==> config.mk <==
export PLATFORM = sky130hd
export DESIGN_NAME = bbram_ctl
export DESIGN_NICKNAME = d
export VERILOG_FILES = /design/src/rtl/bbram_ctl.sv
export SDC_FILE = /design/constraint.sdc
export NUM_CORES = 2
export LEC_CHECK = 0
export ABC_CLOCK_PERIOD_IN_PS = 4030
export BUFFER_PORTS_ARGS = -buffer_cell sky130_fd_sc_hd__buf_4
export CAP_MARGIN = 0
export CORE_UTILIZATION = 35
export DETAILED_ROUTE_END_ITERATION = 10
export PLACE_DENSITY = 0.59
export SETUP_SLACK_MARGIN = 0.2
export SLEW_MARGIN = 5
export SYNTH_ARGS = -nofsm -noshare
export SYNTH_HDL_FRONTEND = slang
export SYNTH_SLANG_ARGS = --single-unit
==> constraint.sdc <==
create_clock -name clk -period 4.03 [get_ports clk]
set_clock_uncertainty 0.15 [all_clocks]
set_input_delay 0.806 -clock clk [delete_from_list [all_inputs] [get_ports clk]]
set_output_delay 0.806 -clock clk [all_outputs]
set_load 0.03 [all_outputs]
==> src/rtl/bbram_ctl.sv <==
module bbram_ctl #(
  parameter int AW   = 8,
  parameter int DW   = 8,
  parameter int IW   = 7,
  parameter int NFIX = 14
) (
  input  logic          clk,
  input  logic          rst_n,
  input  logic [AW-1:0] addr,
  input  logic          rd,
  input  logic          wr,
  input  logic [DW-1:0] wdata,
  output logic [DW-1:0] rdata,
  input  logic [AW-1:0] std_base,
  input  logic [AW-1:0] ext_base,
  input  logic          std_lock,
  input  logic          ext_lock,
  input  logic          vrt,
  input  logic          main_pwr_ok,
  input  logic          ovr_en,
  input  logic [IW-1:0] ovr_idx0,
  input  logic [IW-1:0] ovr_idx1,
  input  logic [IW-1:0] ovr_idx2
);
  localparam int DEPTH = 1 << IW;
  localparam int FW    = $clog2(NFIX);
  localparam logic [DW-1:0] NODATA = '1;
  localparam logic [IW-1:0] RO_IDX = IW'(NFIX - 1);

  logic [IW-1:0] sidx, xidx;
  logic [DW-1:0] sram [DEPTH];
  logic [DW-1:0] xram [DEPTH];
  logic [DW-1:0] fixr [NFIX];
  logic [DW-1:0] ovr_r [3];

  logic [AW-1:0] std_dat_a, ext_dat_a;
  assign std_dat_a = std_base + AW'(1);
  assign ext_dat_a = ext_base + AW'(1);

  logic hit_si, hit_sd, hit_xi, hit_xd;
  assign hit_si = (addr == std_base);
  assign hit_sd = !hit_si && (addr == std_dat_a);
  assign hit_xi = !hit_si && !hit_sd && (addr == ext_base);
  assign hit_xd = !hit_si && !hit_sd && !hit_xi && (addr == ext_dat_a);

  logic [2:0] om;
  assign om[0] = ovr_en && (sidx == ovr_idx0);
  assign om[1] = ovr_en && !om[0] && (sidx == ovr_idx1);
  assign om[2] = ovr_en && !om[0] && !om[1] && (sidx == ovr_idx2);

  logic is_fix, is_ro, is_sram;
  assign is_fix  = (om == 3'b000) && (sidx < IW'(NFIX));
  assign is_ro   = is_fix && (sidx == RO_IDX);
  assign is_sram = (om == 3'b000) && !is_fix;

  logic [FW-1:0] fsel;
  assign fsel = sidx[FW-1:0];

  logic sd_ok, xd_ok;
  assign sd_ok = wr && main_pwr_ok && hit_sd && !std_lock;
  assign xd_ok = wr && main_pwr_ok && hit_xd && !ext_lock;

  logic we_fix;
  logic [2:0] we_ovr;
  assign we_fix = sd_ok && is_fix && !is_ro && vrt;
  assign we_ovr = (sd_ok && vrt) ? om : 3'b000;

  always_ff @(posedge clk or negedge rst_n) begin
    if (!rst_n) begin
      sidx <= '0;
      xidx <= '0;
      for (int i = 0; i < NFIX; i++) fixr[i] <= '0;
      for (int k = 0; k < 3; k++) ovr_r[k] <= '0;
    end else begin
      if (wr && main_pwr_ok && hit_si) sidx <= wdata[IW-1:0];
      if (wr && main_pwr_ok && hit_xi) xidx <= wdata[IW-1:0];
      if (we_fix) fixr[fsel] <= wdata;
      for (int k = 0; k < 3; k++)
        if (we_ovr[k]) ovr_r[k] <= wdata;
    end
  end

  always_ff @(posedge clk) begin
    if (sd_ok && is_sram) sram[sidx] <= wdata;
    if (xd_ok) xram[xidx] <= wdata;
  end

  logic [DW-1:0] std_val, rnext;
  always_comb begin
    if (om[0])       std_val = ovr_r[0];
    else if (om[1])  std_val = ovr_r[1];
    else if (om[2])  std_val = ovr_r[2];
    else if (is_ro)  std_val = {vrt, {(DW-1){1'b0}}};
    else if (is_fix) std_val = fixr[fsel];
    else             std_val = sram[sidx];
  end

  always_comb begin
    if (!main_pwr_ok) rnext = NODATA;
    else if (hit_si)  rnext = {{(DW-IW){1'b0}}, sidx};
    else if (hit_sd)  rnext = std_lock ? NODATA : std_val;
    else if (hit_xi)  rnext = {{(DW-IW){1'b0}}, xidx};
    else if (hit_xd)  rnext = ext_lock ? NODATA : xram[xidx];
    else              rnext = NODATA;
  end

  always_ff @(posedge clk or negedge rst_n) begin
    if (!rst_n)  rdata <= NODATA;
    else if (rd) rdata <= rnext;
  end
endmodule

# After elaboration in Yosys (flattened, before gate mapping)
# Memory sizes are Yosys's and may differ from the RTL's.
# Cells that the tools add are included.
# classes
addsub	2
order_cmp	3
n_eq_ne	8
n_mux	23
bitwise	1
reduce_logical	36
# ops
op	count
$mux W8	15
$bwmux W112	1
$bmux W8 S4	1
$demux W8 S4	1
$eq A8 B8 Y1	4
$logic_and A1 B1 Y1	26
$eq A7 B7 Y1	3
$add A8 B1 Y8 const B	2
$logic_not A1 Y1	9
$eq A7 B4 Y1 const B	1
$lt A7 B4 Y1 const B	1
$ge A5 B5 Y1 const B	1
$lt A5 B1 Y1 const B	1
$not A4 Y5	1
$mux W1	4
$logic_not A3 Y1	1
$mux W3	1
# totals
regBits	158
mem_bits_rw	2048
inputBits	62
output_inout_bits	8
elab_cells	95
memories	2
# mem_list
memory	words	word_bits	rd	rd_ports_with_merged_regs	write_ports	line_no	text
sram	128	8	1	0	1	31	logic [DW-1:0] sram [DEPTH];
xram	128	8	1	0	1	32	logic [DW-1:0] xram [DEPTH];

# Logic depth before layout (Yosys ltp)
# depth
word_depth	19
mapped_depth	13
depth_no_buf	9

# Least setup slack after synthesis
# OpenSTA, ideal clock, no wires.
# synth_path
path_kind	input port to flip-flop
start	input std_base[0]
end	memory sram[51][0] (enable)
setup_time_ns	0.370
t_arrival_ns	3.345
required_ns	3.510
setup_slack_ns	0.165
cell_stages	10
path_buffers	1
cell_sequence	ha_1 > xor3_1 > o32ai_1 > o2111ai_1 > nor2_4 > nand3_4 > nor4_1 > nand3_1 > buf_2 > nor2_1
# synth_between
elab_chain_len	8
word_cells_on_any_way	10
cone_classes	1 x add/sub; 2 x eq/ne; 2 x mux; 5 x reduce/logical
# synth_lines
item	line_no	text
start, declared	14	input logic [AW-1:0] std_base,
$add A8 B1 Y8 / $eq A8 B8 Y1 (equally long branches)	37, 41	
$eq A8 B8 Y1 / $logic_not A1 Y1 (equally long branches)	42	assign hit_sd = !hit_si && (addr == std_dat_a);
$logic_and A1 B1 Y1 *	42	
$logic_and A1 B1 Y1 * (2 in a row)	60	assign sd_ok = wr && main_pwr_ok && hit_sd && !std_lock;
$logic_and A1 B1 Y1 *	84	if (sd_ok && is_sram) sram[sidx] <= wdata;
$mux W1 *	84	
$mux W1 (not written as such) *	84	
end, declared	31	
# Every way passes the cells marked *; elsewhere a longest branch is shown, timed or not.

# Final worst setup path
# layout_path
start	register xidx[0]
end	register rdata[6]
# layout_between
elab_chain_len	7
# layout_lines
item	line_no	text
start, declared	30	logic [IW-1:0] sidx, xidx;
start signal, assigned	76	if (wr && main_pwr_ok && hit_xi) xidx <= wdata[IW-1:0];
$mem_v2 Z128 W8	--	
$mux W8 (2 in a row)	103	else if (hit_xd) rnext = ext_lock ? NODATA : xram[xidx];
$mux W8	102	else if (hit_xi) rnext = {{(DW-IW){1'b0}}, xidx};
$mux W8	101	else if (hit_sd) rnext = std_lock ? NODATA : std_val;
$mux W8	100	else if (hit_si) rnext = {{(DW-IW){1'b0}}, sidx};
$mux W8	99	if (!main_pwr_ok) rnext = NODATA;
end signal, assigned	109	else if (rd) rdata <= rnext;
end, declared	13	output logic [DW-1:0] rdata,
# Every way passes these cells.
# A chain may end at the register's enable or synchronous reset.

==> results.md <==
- Status: complete, no violations
- Final setup margin: 0.1510 ns
- Vias in the first global route: between 40000 and 50000
- Global-route wire length before repair: ~350000 um
- Async SR Flop Fraction: 6.824%
- Crit start category: register
- Area leader, netlist: edfxtp_1
- Detailed placement HPWL: around 150000 um
- DRC viols: 0
- Terminus of the critical flop-to-flop path: rdata[6]
- Clock latency on the worst-skew pair: 0.83 ns
- Initial antenna violation count: 3
- Max-slew violations: 0
- CTS tree: done
- Worst path required time: approximately 4.6 ns
- Unrepaired setup endpoints after global routing: true
- Prevailing post-synth register cell: edfxtp_1
- Starting density of the core: between 30% and 40%
- CTS buffer count: 206
- R2R Setup Slk: approximately 0.15 ns
- FF-to-FF Start: xidx[0]
- Post-layout util: between 40 and 50%
- Pin slew with the least headroom to its limit: 1.045 ns
- Global-route usage over all layers: 19.32%
- Count of TritonRoute iterations in the first routing pass: 6
- Design area: about 100000 um2
- Fmax achieved: 0.2578 GHz
- Mean Syn Cell Area: 18.64 um2
- Grt total ovfl: 0
- WL per Instance: 28.37 um
- Core box area: 244100 um2
- Ports: 70
- Die Width: 498.4 um
- HP Class: input port to register
- Synth-to-Final Area Change: 17.55%
- Cell Area, Placed: 94430 um2
- Layout cell share with drive strength beyond 1: 25.46%
- Post-Place Cells: 8185
- Final min period: around 3.9 ns
- Total Power: 47.70 mW
- Final cell count without fillers: ~8600
- Final RePlAce weighted congestion: 0.8715
- EDFF count, synth: 2048
- Yosys reg bits: between 2000 and 2500
- Die span in y: 498.4 um
- CP max FO: 16
- Pre-CTS WS: -0.3472 ns
- Ys Warns: 0
- Critical Path AT: 4.48 ns
- Die area: ~250000 um2
- Depth of the worst register-to-register path: 11
- Final worst-path cycle share: 96.25%
- CTS Sinks: about 2200
- Top-area cell type share of the netlist area: 71.31%
- CP Capture Type: register
- H-Tree Depth: 4
- Nets: 5262
- Clk buf depth: 3
- Min-delay src: rd
- Rel. slew slack: 30.35%
- Max cap viols: 0
- Pwr dens: 470.6 nW/um2
- Initial DRC count: just under 6000
- Ant diodes: 0
- Row cnt: approximately 180
- Antenna viol nets, final: 0
- IO Port Bufs: 69
- Crit Path Class: register to register
- Cell variety after synth: 89
- Cells after Synth: 4626
- Area contributors post-synth: edfxtp_1 71%, mux4_2 7.9%, dfrtp_1 4.1%
- Worst Hold End: rdata[6]
- Worst VDD drop: between 0.4 and 0.5 mV
- Largest net degree at the start of global routing: ~110
- Static leakage: 32.81 nW
- Mapped cell area: 86240 um2
- Post-synthesis sequential area ratio: 75.68%
- Final setup viols: 0
- Hold Path Stages: 3
- DR vias/cell: between 5 and 6
- Root Buffer Master: clkbuf_16
- CTS clock-pin slew for the worst setup and hold paths: 0.06 ns
- Vias post-DR: 48063
- Hold Vio Cnt, Final: 0
- Post-Route WL: around 240000 um
-- cells by family after synthesis --
kind of cell	share of synthesized area, %
fa+ha+maj	0.02901
compound gates	7.048
flops	75.68
buf+inv	1.642
other cells	0.004348
simple gates	4.000
mux	11.11
xor+xnor	0.4846
-- layout make-up --
cell class / count / area (um2)
clock inverter: 131 / 1443
tap: 3202 / 4006
fill: 21520 / 142800
multi-input combinational: 2221 / 20070
clock buffer: 252 / 5359
sequential: 2198 / 65290
timing repair buffer: 552 / 5129
inverter: 19 / 73.82
-- power breakdown --
part / total (mW) / switching, mW / internal [mW]
clock network: 19.8 / 8.60 / 11.2
logic: 2.78 / 1.83 / 0.950
registers: 25.1 / 0.0606 / 25.0
-- synthesized netlist by cell type (53+ instances only) --
cell type	n
nor2_1	312
a22oi_1	298
mux4_2	302
mux2_1	56
a221oi_1	99
a21oi_1	72
dfrtp_1	142
mux2i_1	53
a31oi_1	53
buf_2	82
mux2_2	144
edfxtp_1	2048
clkbuf_1	156
nand2_1	151
-- critical path, stage by stage, from the launching register on --
cell      delay, ns
dfrtp_4        0.63
and3b_4        0.37
a22o_1         0.26
a221oi_1       0.33
a31oi_1        0.32
buf_4          0.23
nor4_2         0.41
buf_4          0.19
nand4_1        0.14
o31ai_2        0.45
buf_4          0.18
a31oi_1        0.08
-- how the worst max path moves through the flow --
stage                 from            to  slack (ns)  depth (start not counted)
6_report           xidx[0]      rdata[6]        0.15                         11
5_1_grt            xidx[0]      rdata[6]        0.16                         11
4_1_cts            xidx[1]      rdata[6]        0.06                         12
3_5_place_dp   ext_base[0]  xram[104][4]       -0.35                         12
3_3_place_gp   ext_base[0]   xram[16][3]       -0.38                         12
2_1_floorplan  std_base[0]   sram[51][0]        0.16                         10
-- per-layer routing --
layer  vias to the layer above  routed length [um]  global-route usage (%)
li1                      20134                   -                       -
met1                     25286              100200                   26.44
met3                       459               18070                   3.404
met5                         -                  27                       0
met4                         4                8879                   6.539
met2                      2180              116100                   31.07
-- stage by stage --
stage,hold slack (ns),TNS (ns)
detailed placement,0.3213,-161.84
global route,0.1296,0
CTS,0.08634,0
finish,0.1514,0
floorplan,0.3024,0
global placement,0.3132,-202.98
-- sequential cells by signal, summed over array words and instances (netlist names) --
name	count
xidx	7
rdata	8
xram	1024
fixr	104
sidx	7
ovr_r	24
sram	1024
-- repair_timing --
action / 4_1_cts / 5_1_grt
hold buffers: 1 / 0
hold endpoints to repair: 70 / 0
setup endpoints to repair: 4 / 372
gates resized for setup: 4 / 8
setup buffers: 2 / 4
pin swaps: 0 / 1
-- placed cells by master (no fill, tap or decap), types with 99 or more instances in the layout --
cell type,netlist,final
edfxtp_1,2048,2048
buf_4,28,468
nor2_1,312,312
mux4_2,302,302
a22oi_1,298,298
clkbuf_16,0,207
nand2_1,151,151
mux2_2,144,144
dfrtp_1,142,133
conb_1,1,112
a221oi_1,99,99
Power figures use the tool's default switching activity.
